### src/rtl/adc_dma_pkg.sv
package adc_dma_pkg;
  localparam int unsigned ID_W    = 4;
  localparam int unsigned RES_W   = 12;
  localparam int unsigned BYTE_W  = 8;
  localparam int unsigned EN_BIT  = 6;
  localparam logic [1:0]  REG_CTRL = 2'd0;
  localparam logic [1:0]  REG_LO   = 2'd1;
  localparam logic [1:0]  REG_MID  = 2'd2;
  localparam logic [1:0]  REG_PAGE = 2'd3;
  localparam logic [ID_W-1:0] STOP_ID = '1;

  typedef enum logic [2:0] {
    ST_IDLE,
    ST_FETCH,
    ST_ARM,
    ST_PREF,
    ST_CONV,
    ST_WRH,
    ST_WRL
  } seq_state_e;
endpackage

### src/rtl/adc_dma_regs.sv
module adc_dma_regs
  import adc_dma_pkg::*;
#(
  parameter int unsigned ADDR_W = 24
) (
  input  logic              clk_i,
  input  logic              rst_ni,
  input  logic              we_i,
  input  logic [1:0]        addr_i,
  input  logic [BYTE_W-1:0] wdata_i,
  input  logic              pwrdn_i,
  input  logic              busy_i,
  output logic [ADDR_W-1:0] base_o,
  output logic              go_o,
  output logic              halt_o,
  output logic              clr_o
);
  localparam int unsigned PTR_W = 3 * BYTE_W;

  logic [BYTE_W-1:0] lo_q, mid_q;
  logic [ADDR_W-1:0] base_q;
  logic              wr_ok, ptr_ok, ctrl_wr;

  assign wr_ok   = we_i & pwrdn_i;
  assign ptr_ok  = wr_ok & ~busy_i;
  assign ctrl_wr = wr_ok & (addr_i == REG_CTRL);
  assign go_o    = ctrl_wr & wdata_i[EN_BIT] & ~busy_i;
  assign halt_o  = ctrl_wr & ~wdata_i[EN_BIT];
  assign clr_o   = ctrl_wr;
  assign base_o  = base_q;

  always_ff @(posedge clk_i or negedge rst_ni) begin
    if (!rst_ni) begin
      lo_q   <= '0;
      mid_q  <= '0;
      base_q <= '0;
    end else if (ptr_ok) begin
      unique case (addr_i)
        REG_LO:   lo_q  <= wdata_i;
        REG_MID:  mid_q <= wdata_i;
        REG_PAGE: base_q <= ADDR_W'(PTR_W'({wdata_i, mid_q, lo_q}));
        default:  ;
      endcase
    end
  end
endmodule

### src/rtl/adc_dma_trig.sv
module adc_dma_trig #(
  parameter int unsigned N_SRC = 3
) (
  input  logic             clk_i,
  input  logic             rst_ni,
  input  logic [N_SRC-1:0] src_i,
  output logic             fire_o
);
  logic [N_SRC-1:0] edge_w;

  for (genvar g = 0; g < N_SRC; g++) begin : g_src
    logic prev_q;
    always_ff @(posedge clk_i or negedge rst_ni) begin
      if (!rst_ni) prev_q <= 1'b0;
      else         prev_q <= src_i[g];
    end
    assign edge_w[g] = src_i[g] & ~prev_q;
  end

  assign fire_o = |edge_w;
endmodule

### src/rtl/adc_dma_ctl.sv
module adc_dma_ctl
  import adc_dma_pkg::*;
#(
  parameter int unsigned ADDR_W = 24
) (
  input  logic              clk_i,
  input  logic              rst_ni,
  input  logic [ADDR_W-1:0] base_i,
  input  logic              go_i,
  input  logic              halt_i,
  input  logic              clr_i,
  input  logic              fire_i,
  output logic [ID_W-1:0]   adc_ch_o,
  output logic              adc_start_o,
  input  logic              adc_done_i,
  input  logic [RES_W-1:0]  adc_result_i,
  output logic [ADDR_W-1:0] mem_addr_o,
  output logic [BYTE_W-1:0] mem_wdata_o,
  input  logic [BYTE_W-1:0] mem_rdata_i,
  output logic              mem_rd_o,
  output logic              mem_wr_o,
  output logic              busy_o,
  output logic              irq_o
);
  localparam int unsigned HI_W = BYTE_W - ID_W;

  seq_state_e        st_q, st_d;
  logic [ADDR_W-1:0] ptr_q;
  logic [ID_W-1:0]   cur_q, nxt_q;
  logic [RES_W-1:0]  res_q;
  logic              irq_q;
  logic [ID_W-1:0]   rd_id;
  logic              last_w;

  assign rd_id  = mem_rdata_i[BYTE_W-1 -: ID_W];
  assign last_w = (nxt_q == STOP_ID);

  always_comb begin
    st_d = st_q;
    unique case (st_q)
      ST_IDLE:  if (go_i) st_d = ST_FETCH;
      ST_FETCH: st_d = (rd_id == STOP_ID) ? ST_IDLE : ST_ARM;
      ST_ARM:   if (fire_i) st_d = ST_PREF;
      ST_PREF:  st_d = adc_done_i ? ST_WRH : ST_CONV;
      ST_CONV:  if (adc_done_i) st_d = ST_WRH;
      ST_WRH:   st_d = ST_WRL;
      ST_WRL:   st_d = last_w ? ST_IDLE : ST_ARM;
      default:  st_d = ST_IDLE;
    endcase
    if (halt_i) st_d = ST_IDLE;
  end

  always_ff @(posedge clk_i or negedge rst_ni) begin
    if (!rst_ni) begin
      st_q  <= ST_IDLE;
      ptr_q <= '0;
      cur_q <= '0;
      nxt_q <= '0;
      res_q <= '0;
      irq_q <= 1'b0;
    end else begin
      st_q <= st_d;
      if (clr_i) irq_q <= 1'b0;
      unique case (st_q)
        ST_IDLE: if (go_i) ptr_q <= base_i;
        ST_FETCH: begin
          cur_q <= rd_id;
          if (rd_id == STOP_ID && !halt_i) irq_q <= 1'b1;
        end
        ST_PREF: begin
          nxt_q <= rd_id;
          if (adc_done_i) res_q <= adc_result_i;
        end
        ST_CONV: if (adc_done_i) res_q <= adc_result_i;
        ST_WRL: begin
          ptr_q <= ptr_q + ADDR_W'(2);
          cur_q <= nxt_q;
          if (last_w && !halt_i) irq_q <= 1'b1;
        end
        default: ;
      endcase
    end
  end

  always_comb begin
    mem_addr_o  = ptr_q;
    mem_wdata_o = '0;
    unique case (st_q)
      ST_PREF: mem_addr_o = ptr_q + ADDR_W'(2);
      ST_WRH:  mem_wdata_o = {cur_q, res_q[RES_W-1 -: HI_W]};
      ST_WRL: begin
        mem_addr_o  = ptr_q + ADDR_W'(1);
        mem_wdata_o = res_q[BYTE_W-1:0];
      end
      default: ;
    endcase
  end

  assign mem_rd_o    = (st_q == ST_FETCH) | (st_q == ST_PREF);
  assign mem_wr_o    = (st_q == ST_WRH) | (st_q == ST_WRL);
  assign adc_start_o = (st_q == ST_PREF);
  assign adc_ch_o    = cur_q;
  assign busy_o      = (st_q != ST_IDLE);
  assign irq_o       = irq_q;
endmodule

### src/rtl/adc_dma_seq.sv
module adc_dma_seq
  import adc_dma_pkg::*;
#(
  parameter int unsigned ADDR_W = 24,
  parameter int unsigned N_TRIG = 3
) (
  input  logic              clk_i,
  input  logic              rst_ni,
  input  logic              reg_we_i,
  input  logic [1:0]        reg_addr_i,
  input  logic [7:0]        reg_wdata_i,
  input  logic              adc_pwrdn_i,
  input  logic [N_TRIG-1:0] trig_i,
  output logic [3:0]        adc_ch_o,
  output logic              adc_start_o,
  input  logic              adc_done_i,
  input  logic [11:0]       adc_result_i,
  output logic [ADDR_W-1:0] mem_addr_o,
  output logic [7:0]        mem_wdata_o,
  input  logic [7:0]        mem_rdata_i,
  output logic              mem_rd_o,
  output logic              mem_wr_o,
  output logic              bus_own_o,
  output logic              irq_o
);
  logic [ADDR_W-1:0] base_w;
  logic go_w, halt_w, clr_w, fire_w, busy_w;

  adc_dma_regs #(.ADDR_W(ADDR_W)) u_regs (
    .clk_i   (clk_i),
    .rst_ni  (rst_ni),
    .we_i    (reg_we_i),
    .addr_i  (reg_addr_i),
    .wdata_i (reg_wdata_i),
    .pwrdn_i (adc_pwrdn_i),
    .busy_i  (busy_w),
    .base_o  (base_w),
    .go_o    (go_w),
    .halt_o  (halt_w),
    .clr_o   (clr_w)
  );

  adc_dma_trig #(.N_SRC(N_TRIG)) u_trig (
    .clk_i  (clk_i),
    .rst_ni (rst_ni),
    .src_i  (trig_i),
    .fire_o (fire_w)
  );

  adc_dma_ctl #(.ADDR_W(ADDR_W)) u_ctl (
    .clk_i        (clk_i),
    .rst_ni       (rst_ni),
    .base_i       (base_w),
    .go_i         (go_w),
    .halt_i       (halt_w),
    .clr_i        (clr_w),
    .fire_i       (fire_w),
    .adc_ch_o     (adc_ch_o),
    .adc_start_o  (adc_start_o),
    .adc_done_i   (adc_done_i),
    .adc_result_i (adc_result_i),
    .mem_addr_o   (mem_addr_o),
    .mem_wdata_o  (mem_wdata_o),
    .mem_rdata_i  (mem_rdata_i),
    .mem_rd_o     (mem_rd_o),
    .mem_wr_o     (mem_wr_o),
    .busy_o       (busy_w),
    .irq_o        (irq_o)
  );

  assign bus_own_o = busy_w;
endmodule

### config.mk
export PLATFORM = sky130hd
export DESIGN_NAME = adc_dma_seq
export DESIGN_NICKNAME = d
export VERILOG_FILES = /design/src/rtl/adc_dma_pkg.sv /design/src/rtl/adc_dma_regs.sv /design/src/rtl/adc_dma_trig.sv /design/src/rtl/adc_dma_ctl.sv /design/src/rtl/adc_dma_seq.sv
export SDC_FILE = /design/constraint.sdc
export NUM_CORES = 1
export LEC_CHECK = 0
export CAP_MARGIN = 20
export CORE_ASPECT_RATIO = 1.1
export CORE_MARGIN = 4
export CORE_UTILIZATION = 54
export DETAILED_ROUTE_END_ITERATION = 6
export GPL_TIMING_DRIVEN = 0
export PLACE_DENSITY_LB_ADDON = 0.3
export SLEW_MARGIN = 20
export SYNTH_ARGS = -nofsm -noshare
export SYNTH_HDL_FRONTEND = slang
export SYNTH_SLANG_ARGS = --single-unit
### constraint.sdc
create_clock -name clk_i -period 3.27 [get_ports clk_i]
set_clock_uncertainty 0.2 [all_clocks]
set_input_delay 0.654 -clock clk_i [delete_from_list [all_inputs] [get_ports clk_i]]
set_output_delay 0.654 -clock clk_i [all_outputs]
set_load 0.01 [all_outputs]
==> flow_summary.yaml <==
timing:
  rsz0062_at_grt: "yes"
  slew_headroom_pct: 50.5
  setup_viol: 0
  finalCritPeriodShare_pct: 97.4
  finalHoldViolCount: 0
  slew_violations: 0
  hold_ws_ns: 0.0931
  tightest_slew_ns: 0.739
  tns_ns: 0
  fmax_ghz: 0.314
  layout_setup_ws_ns: 0.0847
  period_minus_slack_ns: 3.19
synth:
  ys_seq_area_share_pct: 47.2
  synthArstFlopShare_pct: 100
  yosysMostFrequentCell: "dfrtp_1"
  synth.distinct_cells: 54
  synth_compound_gate_area_share_pct: 12.8
  synth_mux_area_share_pct: 12.1
  avgSynthCellArea_sq_um: 10.2
  synth_top_area_share_pct: 47.2
  yosys-top-cells-count: "91 x dfrtp_1, 52 x mux2_2, 47 x nand2_1"
  synth_area_leaders: "dfrtp_1 47%, mux2_2 12%, nand2_1 3.7%, nor2_1 2.2%, nand3_1 2.1%"
  synth-edff-count: 0
  yosysWarnings: 0
  syn_area_sq_um: 4830
  ys.flop_type: "dfrtp_1"
  synth_top_family_by_area: "simple AND/OR/NAND/NOR gates"
  synth_xor_area_share_pct: 3.99
  synth_seq_cells: 91
  syn_inst: 472
  yosysTopAreaCell: "dfrtp_1"
  yosys.area_share.simple_pct: 19.3
  syn-num-nets: 513
  synth-adder-area-share_pct: 0.777
floorplanning:
  die-area_sq_um: 10500
  die_h_um: 107
  die_x_um: 98.2
  start_util_pct: 56.5
  core_sq_um: 8540
  io-pin-count: 79
  rows: 35
worst_setup_path:
  crit_end: "mem_addr_o[4]"
  crit_start: "u_ctl.ptr_q[1]"
  cp_max_fo: 4
  path_class: "register to output port"
  endpoint_kind: "output port"
  arrival_ns: 2.33
  r2r_cells: 6
  r2r-start: "u_ctl.st_q[2]"
  r2r-end: "u_ctl.ptr_q[12]"
  r2r_setup_slack_ns: 0.59
  cp-start-kind: "register"
  required_ns: 2.42
cts:
  clk_pin_slew_ns: 0.11
  clk_latency_ns: 0.38
  root_buffer: "clkbuf_8"
  ctsHoldBuffers: 0
  htreeDepth: 3
  cts_buffer_depth: 2
  cts_tree: "built"
  cts_buffers: 9
  numClockSinks: 91
global_routing:
  grt_pass1_wl_um: 22000
  grt_pass1_vias: 4250
  antenna_found_initial: 0
  grt_max_degree: 49
  grt_use_total_pct: 26.3
  grt-ovfl-total: 0
placed_design:
  dp_hpwl_um: 9420
  placed_area_sq_um: 5730
  dp_slack_ns: -0.440
  gp_congestion: 0.919
  port_buffers: 74
  placed_cells: 658
routing:
  drt-pass1-iter-count: 5
  post_drt_wl_per_cell_um: 19.7
  first_iter_violations: 487
  via_per_inst: 6.28
  route.detailed.drc: 0
  wl_um: 13600
  vias: 4329
  drtAntennaViolNets: 0
power:
  power_density_nw_per_um2: 793
  p_leak_nw: 2.69
  ir_drop_v: 0.000364
layout:
  finalInstanceArea_sq_um: 6200
  layout-drive-gt1-share_pct: 24.4
  final_cells: 689
  diodes: 0
  nets: 614
  area_delta_synth_final_pct: 28.4
status:
  outcome: "finished clean"
flow_run:
  max-cap-violations: 0
hold_path:
  hold_class: "input pin to asynchronous set/reset pin"
-- cell families after synthesis --
family / Yosys count
AOI/OAI and AO/OA: 86
xor gates and xnor gates: 22
adders and majority gates: 3
buffers and inverters: 43
DFF: 91
muxes: 52
and+or+nand+nor: 175
-- cells in the final DEF, fill, tap and decap left out, types with 12 or more instances in the layout --
cell,netlist,final
mux2_2,52,52
o21ai_0,16,15
nor3_1,17,14
dfrtp_1,91,88
inv_1,12,12
nand4_1,12,12
buf_4,5,24
clkdlybuf4s50_1,0,54
nor2_1,28,27
a21oi_1,12,12
nand2_1,47,45
nand3_1,20,20
-- sequential cells by signal (all words and copies together) (netlist names) --
| register | cells |
|---|---|
| u_ctl.adc_ch_o | 4 |
| u_ctl.st_q | 3 |
| u_ctl.res_q | 12 |
| u_ctl.irq_o | 1 |
| u_regs.mid_q | 8 |
| u_ctl.nxt_q | 4 |
| u_trig.g_src.prev_q | 3 |
| u_regs.lo_q | 8 |
| u_ctl.ptr_q | 24 |
| u_regs.base_o | 24 |
-- worst min path at each step --
stage | end | slack, ns | cells after the start
final | u_ctl.ptr_q[16] | 0.09 | 1
after global routing | u_ctl.res_q[10] | 0.15 | 1
after CTS | u_ctl.ptr_q[16] | 0.11 | 1
after detailed placement | u_ctl.ptr_q[0] | 0.28 | 2
after global placement | u_ctl.ptr_q[0] | 0.25 | 2
after floorplan | u_ctl.adc_ch_o[0] | 0.16 | 0
-- critical path, stage by stage, from the launching register on --
cell and delay, ns:
dfrtp_2 0.45, buf_4 0.15, ha_1 0.18, and3b_2 0.21, o2111ai_1 0.23, xnor2_1 0.16
clkdlybuf4s50_1 0.58
-- power breakdown --
group / switching (W) / internal, W / leakage [nW]
combinational: 0.00101 / 0.00103 / 1.46
sequential: 0.000431 / 0.00162 / 1.12
clock: 0.000458 / 0.000366 / 0.106
total: 0.00190 / 0.00302 / 2.69
-- through the flow --
step           utilization [%]  total power, W
3_3_place_gp              66.8         0.00388
3_5_place_dp              67.1         0.00397
5_1_grt                   72.6         0.00521
4_1_cts                   71.7         0.00485
2_1_floorplan                -         0.00313
6_report                  72.6         0.00492
-- area by class of cell --
| type | instances | area, sq um |
|---|---|---|
| inverter | 12 | 45.0 |
| multi-input combinational | 339 | 2480 |
| sequential | 91 | 2280 |
| tap | 111 | 139 |
| fill | 619 | 2340 |
| timing repair buffer | 94 | 900 |
| clock inverter | 7 | 81.3 |
| buffer | 26 | 146 |
| clock buffer | 9 | 124 |
-- repair_timing --
action                     in CTS  in global routing
pin swaps                       5                  7
setup buffers                  13                  6
resized for setup              48                 30
cloned                          0                  1
setup endpoints to repair      31                 28
-- layer usage --
metal,vias to the layer above,global-route usage [%],wire (um)
met5,-,0,0
met4,0,10.0,326
met3,37,5.07,1030
met2,213,42.5,6530
met1,2130,35.2,5700
li1,1949,-,-
No activity file was read; power rests on OpenSTA's default activity.
